==> src/rtl/seg_stat_pkg.sv <==
package seg_stat_pkg;
  typedef enum logic [1:0] {
    CP_IDLE = 2'd0,
    CP_WAIT = 2'd1,
    CP_COPY = 2'd2,
    CP_HELD = 2'd3
  } copy_state_e;

  localparam int DUTY_W = 3;
endpackage

==> src/rtl/seg_duty_decode.sv <==
module seg_duty_decode #(
  parameter int ROWS  = 8,
  parameter int ROW_W = $clog2(ROWS)
) (
  input  logic [seg_stat_pkg::DUTY_W-1:0] duty_i,
  output logic [ROW_W-1:0]                last_o
);
  localparam int TOP_ROW = ROWS - 1;

  int raw_last;

  always_comb begin
    case (duty_i)
      3'd0:    raw_last = 0;
      3'd1:    raw_last = 1;
      3'd2:    raw_last = 2;
      3'd3:    raw_last = 3;
      default: raw_last = 7;
    endcase
    if (raw_last > TOP_ROW) raw_last = TOP_ROW;
    last_o = ROW_W'(raw_last);
  end
endmodule

==> src/rtl/seg_copy_engine.sv <==
module seg_copy_engine
  import seg_stat_pkg::*;
#(
  parameter int ROWS   = 8,
  parameter int DATA_W = 32,
  parameter int ROW_W  = $clog2(ROWS)
) (
  input  logic              clk,
  input  logic              rst_n,
  input  logic              en_i,
  input  logic              frame_start_i,
  input  logic              req_wr_i,
  input  logic [ROW_W-1:0]  active_last_i,
  input  logic              ram_wr_req_i,
  output logic              ram_wr_en_o,
  output logic [ROW_W-1:0]  ram_rd_addr_o,
  input  logic [DATA_W-1:0] ram_rd_data_i,
  output logic              buf_wr_valid_o,
  input  logic              buf_wr_ready_i,
  output logic [ROW_W-1:0]  buf_wr_addr_o,
  output logic [DATA_W-1:0] buf_wr_data_o,
  output logic              upd_req_o,
  output logic              done_set_o
);
  localparam logic [ROW_W-1:0] ALL_LAST = ROW_W'(ROWS - 1);

  copy_state_e      state_q;
  logic [ROW_W-1:0] row_q;
  logic [ROW_W-1:0] last_q;
  logic             full_q;
  logic             req_q;
  logic             beat;
  logic             at_last;

  assign beat    = (state_q == CP_COPY) && buf_wr_ready_i;
  assign at_last = (row_q == last_q);

  always_ff @(posedge clk) begin
    if (!rst_n) begin
      state_q <= CP_IDLE;
      row_q   <= '0;
      last_q  <= '0;
      full_q  <= 1'b0;
      req_q   <= 1'b0;
    end else begin
      if (req_wr_i && !req_q) req_q <= 1'b1;
      case (state_q)
        CP_IDLE: begin
          if (req_q) begin
            if (en_i) begin
              state_q <= CP_WAIT;
            end else begin
              state_q <= CP_COPY;
              row_q   <= '0;
              last_q  <= ALL_LAST;
              full_q  <= 1'b1;
            end
          end
        end
        CP_WAIT: begin
          if (!en_i) begin
            state_q <= CP_IDLE;
          end else if (frame_start_i) begin
            state_q <= CP_COPY;
            row_q   <= '0;
            last_q  <= active_last_i;
            full_q  <= 1'b0;
          end
        end
        CP_COPY: begin
          if (beat) begin
            if (at_last) begin
              if (full_q || !en_i) begin
                state_q <= CP_HELD;
              end else begin
                state_q <= CP_IDLE;
                req_q   <= 1'b0;
              end
            end else begin
              row_q <= row_q + 1'b1;
            end
          end
        end
        CP_HELD: begin
          if (en_i) state_q <= CP_WAIT;
        end
        default: state_q <= CP_IDLE;
      endcase
    end
  end

  assign done_set_o     = beat && at_last && !full_q && en_i;
  assign upd_req_o      = req_q;
  assign ram_wr_en_o    = ram_wr_req_i && !req_q;
  assign ram_rd_addr_o  = row_q;
  assign buf_wr_valid_o = (state_q == CP_COPY);
  assign buf_wr_addr_o  = row_q;
  assign buf_wr_data_o  = ram_rd_data_i;

  AST_REQ_DROP_ENABLED: assert property (@(posedge clk) disable iff (!rst_n)
    $fell(req_q) |-> $past(en_i));
  AST_ROW_IN_RANGE: assert property (@(posedge clk) disable iff (!rst_n)
    buf_wr_valid_o |-> (buf_wr_addr_o <= last_q));
  AST_STALL_HOLDS: assert property (@(posedge clk) disable iff (!rst_n)
    (buf_wr_valid_o && !buf_wr_ready_i) |=> (buf_wr_valid_o && $stable(buf_wr_addr_o)));
  AST_RAM_LOCKED: assert property (@(posedge clk) disable iff (!rst_n)
    (req_q && $past(req_q)) |-> !ram_wr_en_o);
endmodule

==> src/rtl/seg_flag_regs.sv <==
module seg_flag_regs (
  input  logic clk,
  input  logic rst_n,
  input  logic ctl_enable_i,
  input  logic frame_start_i,
  input  logic clr_sof_i,
  input  logic clr_udd_i,
  input  logic done_set_i,
  input  logic fcr_wr_i,
  input  logic fcr_sync_ack_i,
  input  logic step_ready_i,
  input  logic sof_ie_i,
  input  logic udd_ie_i,
  output logic enabled_o,
  output logic sof_o,
  output logic udd_o,
  output logic fsync_o,
  output logic ready_o,
  output logic irq_o
);
  logic hold_q;
  logic sof_q;
  logic udd_q;
  logic fsync_q;
  logic rdy_q;

  assign enabled_o = ctl_enable_i || hold_q;

  always_ff @(posedge clk) begin
    if (!rst_n) begin
      hold_q  <= 1'b0;
      sof_q   <= 1'b0;
      udd_q   <= 1'b0;
      fsync_q <= 1'b0;
      rdy_q   <= 1'b0;
    end else begin
      if (ctl_enable_i)       hold_q <= 1'b1;
      else if (frame_start_i) hold_q <= 1'b0;

      if (clr_sof_i)                       sof_q <= 1'b0;
      else if (frame_start_i && enabled_o) sof_q <= 1'b1;

      if (done_set_i)     udd_q <= 1'b1;
      else if (clr_udd_i) udd_q <= 1'b0;

      if (fcr_wr_i)            fsync_q <= 1'b0;
      else if (fcr_sync_ack_i) fsync_q <= 1'b1;

      rdy_q <= step_ready_i;
    end
  end

  assign sof_o   = sof_q;
  assign udd_o   = udd_q;
  assign fsync_o = fsync_q;
  assign ready_o = rdy_q;
  assign irq_o   = (sof_q && sof_ie_i) || (udd_q && udd_ie_i && enabled_o);

  AST_SOF_CLEAR_WINS: assert property (@(posedge clk) disable iff (!rst_n)
    clr_sof_i |=> !sof_o);
  AST_DONE_SET_WINS: assert property (@(posedge clk) disable iff (!rst_n)
    done_set_i |=> udd_o);
  AST_FCR_WRITE_CLEARS: assert property (@(posedge clk) disable iff (!rst_n)
    fcr_wr_i |=> !fsync_o);
  AST_ENS_ON_ENABLE: assert property (@(posedge clk) disable iff (!rst_n)
    $fell(enabled_o) |-> $past(frame_start_i) && !ctl_enable_i);
  AST_NO_DONE_IRQ_OFF: assert property (@(posedge clk) disable iff (!rst_n)
    (irq_o && !enabled_o) |-> (sof_o && sof_ie_i));
endmodule

==> src/rtl/seg_upd_status.sv <==
module seg_upd_status
  import seg_stat_pkg::*;
#(
  parameter int ROWS   = 8,
  parameter int DATA_W = 32,
  parameter int ROW_W  = $clog2(ROWS)
) (
  input  logic              clk,
  input  logic              rst_n,
  input  logic              ctl_enable,
  input  logic              upd_wr,
  input  logic              upd_wr_val,
  input  logic              clr_sof,
  input  logic              clr_udd,
  input  logic              fcr_wr,
  input  logic              fcr_sync_ack,
  input  logic              frame_start,
  input  logic [2:0]        duty,
  input  logic              step_ready,
  input  logic              sof_ie,
  input  logic              udd_ie,
  input  logic              ram_wr_req,
  output logic              ram_wr_en,
  output logic [ROW_W-1:0]  ram_rd_addr,
  input  logic [DATA_W-1:0] ram_rd_data,
  output logic              buf_wr_valid,
  input  logic              buf_wr_ready,
  output logic [ROW_W-1:0]  buf_wr_addr,
  output logic [DATA_W-1:0] buf_wr_data,
  output logic              st_enabled,
  output logic              st_sof,
  output logic              st_upd_req,
  output logic              st_upd_done,
  output logic              st_ready,
  output logic              st_fcr_synced,
  output logic              irq
);
  logic [ROW_W-1:0] active_last;
  logic             done_set;
  logic             req_wr;

  assign req_wr = upd_wr && upd_wr_val;

  seg_duty_decode #(.ROWS(ROWS), .ROW_W(ROW_W)) duty_dec_i (
    .duty_i (duty),
    .last_o (active_last)
  );

  seg_copy_engine #(.ROWS(ROWS), .DATA_W(DATA_W), .ROW_W(ROW_W)) copy_i (
    .clk            (clk),
    .rst_n          (rst_n),
    .en_i           (st_enabled),
    .frame_start_i  (frame_start),
    .req_wr_i       (req_wr),
    .active_last_i  (active_last),
    .ram_wr_req_i   (ram_wr_req),
    .ram_wr_en_o    (ram_wr_en),
    .ram_rd_addr_o  (ram_rd_addr),
    .ram_rd_data_i  (ram_rd_data),
    .buf_wr_valid_o (buf_wr_valid),
    .buf_wr_ready_i (buf_wr_ready),
    .buf_wr_addr_o  (buf_wr_addr),
    .buf_wr_data_o  (buf_wr_data),
    .upd_req_o      (st_upd_req),
    .done_set_o     (done_set)
  );

  seg_flag_regs flags_i (
    .clk            (clk),
    .rst_n          (rst_n),
    .ctl_enable_i   (ctl_enable),
    .frame_start_i  (frame_start),
    .clr_sof_i      (clr_sof),
    .clr_udd_i      (clr_udd),
    .done_set_i     (done_set),
    .fcr_wr_i       (fcr_wr),
    .fcr_sync_ack_i (fcr_sync_ack),
    .step_ready_i   (step_ready),
    .sof_ie_i       (sof_ie),
    .udd_ie_i       (udd_ie),
    .enabled_o      (st_enabled),
    .sof_o          (st_sof),
    .udd_o          (st_upd_done),
    .fsync_o        (st_fcr_synced),
    .ready_o        (st_ready),
    .irq_o          (irq)
  );

  AST_DONE_WITH_REQ_DROP: assert property (@(posedge clk) disable iff (!rst_n)
    $fell(st_upd_req) |-> st_upd_done);
  AST_ENABLE_RISE_SEEN: assert property (@(posedge clk) disable iff (!rst_n)
    $rose(ctl_enable) |-> st_enabled);
endmodule

==> config.mk <==
export PLATFORM = sky130hd
export DESIGN_NAME = seg_upd_status
export DESIGN_NICKNAME = d
export VERILOG_FILES = /design/src/rtl/seg_stat_pkg.sv /design/src/rtl/seg_duty_decode.sv /design/src/rtl/seg_copy_engine.sv /design/src/rtl/seg_flag_regs.sv /design/src/rtl/seg_upd_status.sv
export SDC_FILE = /design/constraint.sdc
export NUM_CORES = 1
export LEC_CHECK = 0
export CORE_MARGIN = 8
export CORE_UTILIZATION = 45
export DETAILED_ROUTE_END_ITERATION = 8
export DONT_BUFFER_PORTS = 1
export SYNTH_ARGS = -nofsm -noshare
export SYNTH_HDL_FRONTEND = slang
export SYNTH_SLANG_ARGS = --single-unit
==> constraint.sdc <==
create_clock -name clk -period 3.7 [get_ports clk]
set_input_delay 0.555 -clock clk [delete_from_list [all_inputs] [get_ports clk]]
set_output_delay 0.555 -clock clk [all_outputs]
set_load 0.01 [all_outputs]
Word-level counts from Yosys, hierarchy flattened
Cells that the tools add are included.

word-level totals
  input bits = 50
  output and inout port bits = 47
  word-level logic and storage cells = 93
  flip-flop bits (word level) = 15

operators by class
  mux-type cells = 36
  magnitude comparators = 1
  add/sub/neg operators = 1
  equality and inequality tests = 16
  bitwise gates (word level) = 1
  reductions and logical operators = 28

operators with widths
  kind                 count
  $mux 3               11
  $mux 2               8
  $mux 1               12
  $pmux 3 s4           1
  $logic_and 1x1->1    11
  $ne 2x1->1 const B   5
  $reduce_and 5->1     2
  $pmux 3 s3           1
  $pmux 2 s4           1
  $reduce_and 7->1     1
  $eq 3x2->1 const B   2
  $ne 2x2->1 const B   3
  $pmux 3 s2           1
  $reduce_bool 2->1    3
  $eq 2x2->1 const B   2
  $reduce_or 2->1      2
  $add 3x1->3 const B  1
  $eq 3x1->1 const B   1
  $eq 3x3->1           1
  $gt 3x3->1 const B   1
  $logic_not 1->1      3
  $logic_not 3->1      1
  $logic_or 1x1->1     3
  $ne 3x3->1 const B   1
  5 further kinds      5

Logic depth before layout (Yosys ltp)
  word-level depth = 7
  mapped depth = 5
  gate-level depth less buffers = 5

Cells and area by module
A second synthesis with hierarchy kept.

unflattened totals
  cell total of the unflattened synthesis = 118
  area total of the unflattened synthesis = 1,049.8 sq um

modules (own cells, without submodules)
  module           area an instance (sq um)  cells an instance  sequential area each (sq um)  instances
  seg_copy_engine  845.8                     97                 200.2                         1
  seg_flag_regs    181.4                     17                 100.1                         1
  seg_duty_decode  16.3                      3                  0.0                           1
  seg_upd_status   6.3                       1                  0.0                           1

Worst setup path after synthesis
No wires, ideal clock.

  path kind = input to output
  start point = input ctl_enable
  end point = output irq
  buffers on the path = 0
  stages on the path = 3
  slack = 1,957 ps
  data required time = 3,145 ps
  arrival time = 1,188 ps
  path through = nor2_1 inv_1 a32o_1

on the way
  longest elaborated chain between the ends = 3

RTL lines
  element             RTL line              text
  start: declaration  seg_upd_status.sv:10  input logic ctl_enable,
  $logic_or 1x1->1    seg_flag_regs.sv:27   assign enabled_o = ctl_enable_i || hold_q;
  via st_enabled      seg_upd_status.sv:30  output logic st_enabled,
  $logic_and 1x1->1   seg_flag_regs.sv:57   assign irq_o = (sof_q && sof_ie_i) || (udd_q && udd_ie_i && enabled_o);
  $logic_or 1x1->1    seg_flag_regs.sv:57
  end: declaration    seg_upd_status.sv:36  output logic irq

The timed path passes the listed nets, and every way through them passes these cells.

Worst setup path after layout
  start point = register flags_i.hold_q
  end point = output irq

on the way
  longest elaborated chain between the ends = 3

RTL lines
  element                   RTL line              text
  start: declaration        seg_flag_regs.sv:21   logic hold_q;
  start signal: assignment  seg_flag_regs.sv:31   hold_q <= 1'b0;
  start signal: assignment  seg_flag_regs.sv:37   if (ctl_enable_i) hold_q <= 1'b1;
  start signal: assignment  seg_flag_regs.sv:38   else if (frame_start_i) hold_q <= 1'b0;
  $logic_or 1x1->1          seg_flag_regs.sv:27
  via st_enabled            seg_upd_status.sv:30
  $logic_and 1x1->1         seg_flag_regs.sv:57
  $logic_or 1x1->1          seg_flag_regs.sv:57

The timed path passes the listed nets, and every way through them passes these cells.

==> metrics <==
status=complete, no violations; final instance area=approximately 750 um2; DP Wirelength=between 1.5 and 2 mm; row count=16; CTS tree=done; antenna violations before repair=0; min-delay src=fcr_wr; EDFF count, synth=0; max-slew violations=0; RSZ-0062 raised after global routing=false; Non-Filler Instances=between 100 and 150; switching pwr=~80 uW; starting density of the core=0.4842; Slew @ Worst Pin=between 0.4 and 0.5 ns; Reg-to-Reg Start=copy_i.upd_req_o$_SDFF_PN0_; Area growth syn-to-layout=-22.03%; Peak Freq=a little over 0.5 GHz; Async S/R FF share, synth=0; Max-Cap Viols=0; number of port buffers=0; Slew HR=0.7241; Layout Skew=0.001847 ns; Worst EP arrival=~1.4 ns; Yosys reg bits=15; mapped cell area=roughly 960 um2; DR iter-0 viols=8; clk root buf=clkbuf_4; Vias=a little over 600; Hold Buf Count CTS=0; Unique masters post-synth=33; Worst R2R Setup Slack=between 2 and 2.5 ns; top cells by area, synth=dfxtp_1 31%, buf_4 27%, a21oi_1 3.1%, o211a_1 3.1%, xnor2_1 2.7%; Chip Width=slightly above 60 um; Startpoint Class=flop; Routed WL=between 2 and 2.5 mm; vias in the first global route=roughly 660; Pleak=about 0.00028 uW; share of cells above drive strength 1=0.09333; Pwr Total=307.8 uW; Inst Count DP=slightly below 100; Hold Path Cell Cnt=1; area share of the largest cell type after synthesis=0.3129; total gr overflow=0; Mean Syn Cell Area=8.886 um2; post_cts resized=0; I/O pin count=between 90 and 100; 1st-pass router iterations=4; Antenna Cells=0; sum of negative setup slack=0 ns; fraction of the yosys area taken by sequential cells=0.3129; critical path class=flop to primary output; Reg power frac=0.590; post-CTS setup buffer count=0; Nets=between 100 and 150; Sw Share=0.2586; Synth Flop Type=dfxtp_1; routability congestion estimate=a little over 0.8; GRT Total Usage=0.1042; setup violators final=0; Hold EP=flags_i.fsync_o$_SDFFE_PP0P_; core area=a little under 0.002 mm2; Vias/cell=6.059; DP Area=721.9 um2; fin crit period=a little under 2 ns; Synth area leader=dfxtp_1; combinational share of power=0.109; H-tree Lvls=1; Clk network pwr share=0.301; Die Area=between 0.003 and 0.004 mm2; Clock Latency Late Sink=0.28 ns; Final Hold Fails=0; DRC=0; CTS clock-pin slew for the worst setup and hold paths=about 0.09 ns; worst endpoint required time=3.14 ns; PD cells=~410 mW/mm2; Final WS setup=~1.8 ns; final period utilization=0.5222; TritonCTS buffer count=3; hold crit path type=input pin to flop; reg2reg end=copy_i.buf_wr_addr_o[0]$_SDFFE_PN0P_; post-route ant nets=0; DR WL/cell=20.26 um; first-pass GRT wire length=about 3.4 mm; # clock sinks=15; Ys Warns=0; Max VDD drop=about 0.18 mV; worst-case reg-to-reg path depth=4; worst-path maximum fanout=5; synthesized instance count=between 100 and 150; worst slack at placement=roughly 1.8 ns; Worst Setup End Kind=primary output; P_int=228.2 uW; Longest Clk Path Bufs=2; largest net degree at the start of global routing=18; Mapped Nets=~160; die span in y=between 60 and 70 um
## power by group through the flow
| stage | Combinational (uW) | Clock [uW] | Sequential (uW) |
|---|---|---|---|
| 6_report | 33.6 | 92.6 | 182 |
| 5_1_grt | 36.9 | 108 | 183 |
| 4_1_cts | 33.5 | 100 | 182 |
| 3_5_place_dp | 33.3 | 0 | 185 |
| 3_3_place_gp | 32.8 | 0 | 185 |
| 2_1_floorplan | 68.0 | 0 | 181 |
## metrics by stage
stage / util / hold slack, ns
finish: 0.3775 / 0.3387
global route: 0.3775 / 0.3167
CTS: 0.3775 / 0.3240
detailed placement: 0.3643 / 0.5279
global placement: 0.3643 / 0.5156
floorplan: - / 0.4922
## state kept, by name, indices dropped and copies added, names as in the netlist
register,cells
copy_i.buf_wr_addr_o,3
copy_i.last_q,3
copy_i.state_q,2
copy_i.full_q,1
copy_i.upd_req_o,1
flags_i.fsync_o,1
flags_i.hold_q,1
flags_i.ready_o,1
flags_i.sof_o,1
flags_i.udd_o,1
## worst max-delay path, cell delays in order, from the launching register on
cell and delay [ns]:
dfxtp_1 0.34, nor2_1 0.25, inv_1 0.18, a32o_1 0.33
## routing by layer
metal,GRT usage,share of wire,vias to the layer above
met2,0.1410,0.41,43
met3,0.07168,0.15,16
li1,-,-,280
met4,0.06706,0.029,0
met1,0.1144,0.41,279
met5,0,0,-
## cell families after synthesis
family / count (synthesis) / synth area share
simple gates: 24 / 0.1591
xor+xnor: 3 / 0.02738
fa+ha+maj: 1 / 0.01304
buf+inv: 39 / 0.2907
compound gates: 26 / 0.1969
flops: 15 / 0.3129
## synth_stat cells, types with 2 or more instances
cell type / number
dfxtp_1: 15
xnor2_1: 3
buf_4: 35
o211ai_1: 2
o211a_1: 3
nand3_1: 2
nor2b_1: 4
nand4_1: 2
inv_1: 2
a21oi_1: 6
nor3b_1: 3
o21a_1: 3
o21ai_0: 4
nor2_1: 4
o221a_2: 2
## layout make-up
class                   instances  area [um2]
flip-flops and latches         15       300.3
well taps                      27       33.78
inverters                       2       7.507
fillers                       213        1234
multi-input cells              54       380.4
clock buffers                   4       26.28
## how the worst max path moves through the flow
stage,cells past startpoint,from,end
floorplan,3,ctl_enable,irq
global placement,3,ctl_enable,irq
detailed placement,3,ctl_enable,irq
CTS,3,flags_i.hold_q$_SDFFE_PN0P_,irq
global route,3,flags_i.hold_q$_SDFFE_PN0P_,irq
finish,3,flags_i.hold_q$_SDFFE_PN0P_,irq
## layout by cell type (no fill, tap or decap), types with 3 or more instances in the layout
master	Yosys	routed
o21a_1	3	3
clkbuf_4	0	3
dfxtp_1	15	15
o21ai_0	4	4
o211a_1	3	3
a21oi_1	6	6
nor3b_1	3	3
xnor2_1	3	3
nor2b_1	4	4
nor2_1	4	4
No activity file was read; power rests on OpenSTA's default activity.
